`src/rtl/sysctl_regs.sv`:
```
module sysctl_regs #(
  parameter int GPIO_W = 32,
  parameter logic [GPIO_W-1:0] STRAP = GPIO_W'(1),
  parameter logic [31:0] SYS_ID = 32'h10014D31,
  parameter logic [31:0] CAPS = 32'h0
) (
  input  logic             clk,
  input  logic             rst_n,
  input  logic             req,
  input  logic             we,
  input  logic [5:0]       addr,
  input  logic [3:0]       be,
  input  logic [31:0]      wdata,
  output logic [31:0]      rdata,
  output logic             err,
  input  logic             err_ack,
  input  logic [GPIO_W-1:0] gpio_pins,
  output logic [31:0]      gpio_out,
  output logic [31:0]      gpio_ie,
  output logic [1:0][1:0]  tmr_ctrl,
  output logic [1:0]       tmr_ctrl_wr,
  output logic [1:0][31:0] tmr_cmp,
  input  logic [1:0][31:0] tmr_cnt,
  output logic [1:0]       tmr_cnt_wr,
  output logic [31:0]      tmr_cnt_wval,
  input  logic [1:0]       tmr_stop,
  output logic             sys_rst_req,
  output logic             shutdown_req
);
  localparam logic [3:0] IX_PIN = 4'd0, IX_OUT = 4'd1, IX_IE = 4'd2;
  localparam logic [3:0] IX_CFG = 4'd13, IX_CAP = 4'd14, IX_ID = 4'd15;
  localparam logic [15:0] OFF_CMD = 16'h000E;

  logic [GPIO_W-1:0] sync1, sync2;
  logic [31:0] rmux;
  wire [3:0] idx  = addr[5:2];
  wire       full = &be;
  wire       wr   = req & we & full;
  wire       rsv  = (idx == 4'd3) | (idx == 4'd7) | (idx == 4'd11) | (idx == 4'd12);
  wire       ro   = (idx == IX_PIN) | (idx == IX_CAP);
  wire       bad  = req & (~full | rsv | (we & ro));

  always_comb begin
    rmux = '0;
    case (idx)
      IX_PIN: rmux[GPIO_W-1:0] = sync2;
      IX_OUT: rmux = gpio_out;
      IX_IE:  rmux = gpio_ie;
      4'd4:   rmux[1:0] = tmr_ctrl[0];
      4'd5:   rmux = tmr_cmp[0];
      4'd6:   rmux = tmr_cnt[0];
      4'd8:   rmux[1:0] = tmr_ctrl[1];
      4'd9:   rmux = tmr_cmp[1];
      4'd10:  rmux = tmr_cnt[1];
      IX_CFG: rmux[0] = 1'b1;
      IX_CAP: rmux = CAPS;
      IX_ID:  rmux = SYS_ID;
      default: rmux = '0;
    endcase
  end

  always_ff @(posedge clk or negedge rst_n) begin
    if (!rst_n) begin
      sync1 <= STRAP;
      sync2 <= STRAP;
      rdata <= '0;
      err <= 1'b0;
      gpio_out <= '0;
      gpio_ie <= '0;
      tmr_ctrl <= '0;
      tmr_cmp <= '0;
      tmr_ctrl_wr <= '0;
      tmr_cnt_wr <= '0;
      tmr_cnt_wval <= '0;
      sys_rst_req <= 1'b0;
      shutdown_req <= 1'b0;
    end else begin
      sync1 <= gpio_pins;
      sync2 <= sync1;
      if (req && !we) rdata <= full ? rmux : '0;
      err <= bad | (err & ~err_ack);
      if (wr && idx == IX_OUT) gpio_out <= wdata;
      if (wr && idx == IX_IE) gpio_ie <= wdata;
      for (int i = 0; i < 2; i++) begin
        if (wr && idx == 4'(4 + 4 * i)) tmr_ctrl[i] <= wdata[1:0];
        else if (tmr_stop[i]) tmr_ctrl[i][0] <= 1'b0;
        if (wr && idx == 4'(5 + 4 * i)) tmr_cmp[i] <= wdata;
        tmr_ctrl_wr[i] <= wr && idx == 4'(4 + 4 * i);
        tmr_cnt_wr[i] <= wr && idx == 4'(6 + 4 * i);
        if (wr && idx == 4'(6 + 4 * i)) tmr_cnt_wval <= wdata;
      end
      sys_rst_req <= wr && idx == IX_ID;
      shutdown_req <= wr && idx == IX_CFG && wdata[15:0] == OFF_CMD;
    end
  end


  rst_req_cause_chk: assert property (@(posedge clk) disable iff (!rst_n)
    sys_rst_req |-> $past(req && we && (&be) && addr[5:2] == IX_ID));


  shutdown_cause_chk: assert property (@(posedge clk) disable iff (!rst_n)
    shutdown_req |-> $past(req && we && (&be) && addr[5:2] == IX_CFG && wdata[15:0] == OFF_CMD));


  err_sticky_chk: assert property (@(posedge clk) disable iff (!rst_n)
    ($past(err) && !$past(err_ack)) |-> err);


  rdata_hold_chk: assert property (@(posedge clk) disable iff (!rst_n)
    !$past(req && !we) |-> $stable(rdata));


  stop_clears_chk: assert property (@(posedge clk) disable iff (!rst_n)
    ($past(tmr_stop[0]) && !$past(req && we && (&be) && addr[5:2] == 4'd4)) |-> !tmr_ctrl[0][0]);
endmodule

```
`config.mk`:
```
export PLATFORM = sky130hd
export DESIGN_NAME = sysctl_regs
export DESIGN_NICKNAME = d
export VERILOG_FILES = /design/src/rtl/sysctl_regs.sv
export SDC_FILE = /design/constraint.sdc
export NUM_CORES = 1
export LEC_CHECK = 0
export BUFFER_PORTS_ARGS = -buffer_cell sky130_fd_sc_hd__buf_4
export CAP_MARGIN = 20
export CORE_AREA = 2 2 122 213
export DETAILED_ROUTE_END_ITERATION = 7
export DIE_AREA = 0 0 124 215
export PLACE_DENSITY = 0.73
export SLEW_MARGIN = 20
export SYNTH_ARGS = -nofsm -noshare
export SYNTH_HDL_FRONTEND = slang
export SYNTH_SLANG_ARGS = --single-unit
```
`constraint.sdc`:
```
create_clock -name clk -period 1.7 [get_ports clk]
set_clock_uncertainty 0.05 [all_clocks]
set_input_delay 0.17 -clock clk [delete_from_list [all_inputs] [get_ports clk]]
set_output_delay 0.17 -clock clk [all_outputs]
set_load 0.02 [all_outputs]
```
# Word level (Yosys, flattened, before mapping)
# Cells that the tools add are included.
totals:
  wordCells: 76
  register_bits: 267
  inputBits: 145
classes:
  n_eq_ne: 16
  n_reduce_logical: 19
  n_bitwise: 14
  muxes: 10
op_table:
  columns: ["op", "n"]
  rows:
  - ["$pmux 30 s8", 1]
  - ["$mux 32", 3]
  - ["$eq 4x4->1 const B", 8]
  - ["$eq 16x4->1 const B", 1]
  - ["$eq 4x3->1 const B", 4]
  - ["$logic_and 1x1->1", 12]
  - ["$pmux 1 s10", 1]
  - ["$pmux 1 s9", 1]
  - ["$eq 4x2->1 const B", 2]
  - ["$or 1x1->1", 7]
  - ["$reduce_bool 2->1", 3]
  - ["$and 1x1->1", 5]
  - ["$eq 4x1->1 const B", 1]
  - ["$logic_not 4->1", 1]
  - ["$mux 1", 4]
  - ["$reduce_and 4->1", 1]
  - ["$not 1->1", 2]
  - ["$reduce_or 2->1", 1]
  - ["$logic_not 1->1", 1]

# Logic depth before layout (Yosys ltp)
logic_depth:
  word_depth: 8
  depth_mapped: 8
  depth_no_buf: 5

# Least setup slack after synthesis
# Ideal clock, no wire load.
synth_timing:
  kind: "input port to flip-flop"
  startpoint: "input port addr[2]"
  endpoint: "register gpio_ie[11]"
  path_slack_ns: -0.041
  arrival_time_ns: 1.566
  path_stages: 7
  setup_time_ns: 0.125
  cell_sequence: "buf_6 > nand2b_1 > nor3_2 > and2b_1 > buf_6 > buf_4 > mux2_2"
synth_via:
  elab_chain_len: 2
synth_lines:
  columns: ["item", "line", "rtl"]
  rows:
  - ["start, declared", "11", "input logic [5:0] addr,"]
  - ["$eq 4x2->1", "83", "if (wr && idx == IX_IE) gpio_ie <= wdata;"]
  - ["$logic_and 1x1->1", "83", null]
  - ["end signal, assigned", "83", null]
  - ["end, declared", "19", "output logic [31:0] gpio_ie,"]
# Every way passes these cells.
# A chain may end at the register's enable or synchronous reset.

# Worst setup path in the final report
layout_timing:
  startpoint: "input port addr[5]"
  endpoint: "register rdata[23]"
layout_via:
  elab_chain_len: 3
  word_cells_on_any_way: 10
layout_lines:
  columns: ["item", "line", "rtl"]
  rows:
  - ["$eq 4x4->1, or another cell as far along", "45", "case (idx)"]
  - ["$pmux 30 s8 *", "45", null]
  - ["$mux 32 *", "80", "if (req && !we) rdata <= full ? rmux : '0;"]
  - ["end signal, assigned", "80", null]
  - ["end, declared", "14", "output logic [31:0] rdata,"]
# Every way passes the cells marked *; elsewhere a longest branch is shown, timed or not.

==> impl_results.md <==
* Die Width at 124 um
* Drt drc at 0
* Worst Setup End Kind: flip-flop
* GRT Util Overall at 30.9%
* WL met1 at 15,000 um
* DRT Wirelength at 41,300 um
* Commonest non-fill, non-tap cells in the layout: buf_4, dfrtp_1, mux2_2
* Post-layout util at 66.5%
* Clock power share at 41.3%
* Main synth FF type: dfrtp_1
* TritonCTS clock tree: done
* Htree depth at 1
* Reg power frac at 46.5%
* WL met3 at 2790 um
* Maximum vdd drop at 0.779 mV
* Die Area at 26,700 um2
* Worst Hold Slack at 0.0186 ns
* Leakage at 8.36 nW
* Routed Antenna Nets at 0
* Min cycle time layout at 1.69 ns
* Metal2 WL at 20,700 um
* RSZ-0062 raised after global routing: false
* Synth Instances at 807
* Initial DRC count at 679
* Switching pwr at 0.00356 W
* Clock Latency Late Sink at 0.54 ns
* Cell area after layout at 16,600 um2
* Yosys warns at 0
* Headroom to the max-slew limit at 25.8%
* Critical path required time at 2.13 ns
* Clock sink total at 267
* CP dominant cell by count: buf_4
* Num ports at 348
* First-pass GRT wire length at 60,700 um
* Gate power share at 12.2%
* Die span in y at 215 um
* Crit path launch type: input port
* Antenna violations before repair at 0
* Power Internal at 0.0108 W
* Post-CTS Repair Setup Buffers at 0
* Synth area leaders: dfrtp_1, mux2_2, a22o_1
* # resized after CTS at 0
* Number of setup violations in the final report at 0
* DR vias at 9,473
* Period Utilization, post-route at 99.2%
* Antenna Cells at 0
* Post-synth top area cell: dfrtp_1
* Crit-path cells: buf_4, or2b_2, nor2_2, buf_4, a22oi_1, o211ai_1, a22o_1
* Post-synth EDFFs at 0
* Register bit count reported by yosys at 267
* Power per cell area at 863 nW/um2
* Worst-margin pin slew at 1.11 ns
* Sw Ratio at 24.8%
* CTS Buffer Depth at 3
* Root Buffer: clkbuf_16
* DR pass1 iterations at 6
* Critical Path Max Stage Delay at 0.86 ns
* Port-buffer cells at 345
* Synthesized area at 11,100 um2
* Starting Density at 44.4%
* Core box area at 25,000 um2
* Clk pin slew, worst setup/hold paths at 0.07 ns
* Commonest non-fill, non-tap cell in the layout: buf_4
* Dpl cell area at 14,800 um2
* Post-synth net total at 952
* Vias per cell at 5.71
* Status: finished, final reports clean
* HP Class: input port to flip-flop
* Share of post-route cells with drive strength above 1 at 49.9%
* RD Place Congestion at 0.856
* Largest net degree at the start of global routing at 64
* Max Cap Viol at 0
* Post-synthesis sequential area ratio at 60.1%
* Final hold vios at 0
* Worst-path fanout max at 17
* Top sig layer: met4
* GR Overflow Total at 0
* WS Path Type: input port to flip-flop
* Synth async-reset ratio at 100%
* Vias in the first global route at 9,981
* Max-slew violations at 0
* Slowest CP cell: nor2_2
* Std cell rows at 77
* Num CTS Buffers at 26
* Synth unique cells at 50
* Yosys top cell area share at 59.6%
* Max Freq at 593 MHz
* WL/cell at 24.9 um
* Synth-to-layout area growth at 49.7%
* WP data arrival at 2.12 ns
* Nets at 1,470
* HPWL after DPL at 29,200 um
* Mean Syn Cell Area at 13.8 um2
[worst max-delay path, delay by kind of cell]
family / cells / cell delay, ns
buffers and inverters: 2 / 0.40
and+or+nand+nor: 2 / 1.16
AOI/OAI and AO/OA: 3 / 0.38
[logic make-up (layout without fill, tap and decap cells)]
logic type | Yosys count | after routing | share of synthesized area [%]
compound gates | 177 | 177 | 12.1
buf+inv | 61 | 598 | 3.50
flops | 267 | 267 | 60.1
mux | 188 | 188 | 18.8
simple gates | 114 | 114 | 5.49
[sequential cells by signal (all words and copies together) (netlist names), 2 cells and up]
signal / flops
sync1: 32
tmr_cmp: 64
gpio_ie: 32
tmr_ctrl: 4
gpio_out: 32
sync2: 32
tmr_cnt_wval: 32
tmr_cnt_wr: 2
rdata: 32
tmr_ctrl_wr: 2
[what timing repair did]
item / in CTS / in global routing
hold buffers: 99 / 0
endpoints found under the setup margin: 0 / 0
endpoints found under the hold margin: 483 / 0
[layer usage]
metal / vias to the layer above / global-route usage [%]
met5: - / 0
met4: 0 / 19.2
met3: 141 / 4.88
met2: 521 / 51.6
met1: 4759 / 36.6
li1: 4052 / -
[final cells by class]
| class | instances | area [um2] |
|---|---|---|
| Clock buffer | 35 | 746 |
| Multi-Input combinational cell | 479 | 4080 |
| Fill cell | 1842 | 8400 |
| Tap cell | 316 | 395 |
| Inverter | 5 | 18.8 |
| Sequential cell | 267 | 6680 |
| Clock inverter | 12 | 133 |
| Timing Repair Buffer | 546 | 4590 |
[worst paths after layout]
check / start / end / cells after the start / slack [ns]
hold / removal: tmr_cnt[9] / rdata[9] / 4 / 0.02
min in group asynchronous: rst_n / tmr_ctrl_wr[0] / 2 / 0.07
setup / recovery: addr[5] / rdata[23] / 7 / 0.01
setup reg to reg: tmr_cmp[6] / rdata[6] / 4 / 0.24
hold reg to reg: sync1[14] / sync2[14] / 0 / 0.29
max in group asynchronous: rst_n / gpio_out[26] / 3 / 0.82
[power by group through the flow]
stage	combinational, W	sequential (W)	clock (W)
2_1_floorplan	0.000420	0.00692	0
3_3_place_gp	0.00153	0.00678	0
5_1_grt	0.00186	0.00670	0.00625
6_report	0.00175	0.00668	0.00594
4_1_cts	0.00175	0.00668	0.00601
3_5_place_dp	0.00155	0.00679	0
[per-stage QoR]
stage               setup TNS, ns  setup WS [ns]  std cells  power (W)
CTS                             0         0.0534       1660     0.0144
floorplan                       0        0.00957        807    0.00734
finish                          0         0.0138       1660     0.0144
global route                    0         0.0105       1660     0.0148
detailed placement         -36.39         -0.496       1514    0.00835
global placement           -33.72         -0.459       1514    0.00832
[synth_stat cells, types with 2 or more instances]
cell        n
dfstp_2     2
and3_1      3
nor3_2      2
buf_6      11
nor2_1     23
nor4_1      3
a22o_1     42
o21ai_0    14
and2_1      4
nor2_2      2
buf_2      22
mux2_2    160
clkbuf_1    9
buf_4      13
nand3b_1    3
nand2_1    38
o31ai_1     3
o32ai_1     4
a222oi_1   24
nor4_2      2
a221oi_1    7
nor3_1      6
nor3_4      3
mux2i_1    18
nand2b_1    3
nand3_1     6
a21oi_1    33
nor2b_1     9
inv_1       5
a21o_1      2
a211oi_1    3
nand4_1     2
o211ai_1    6
a22oi_1    24
mux2_1     10
dfrtp_1   265
o21a_1      6
a31oi_1     2
o22ai_1     2
Note: power is estimated with default switching activity, not from simulation.
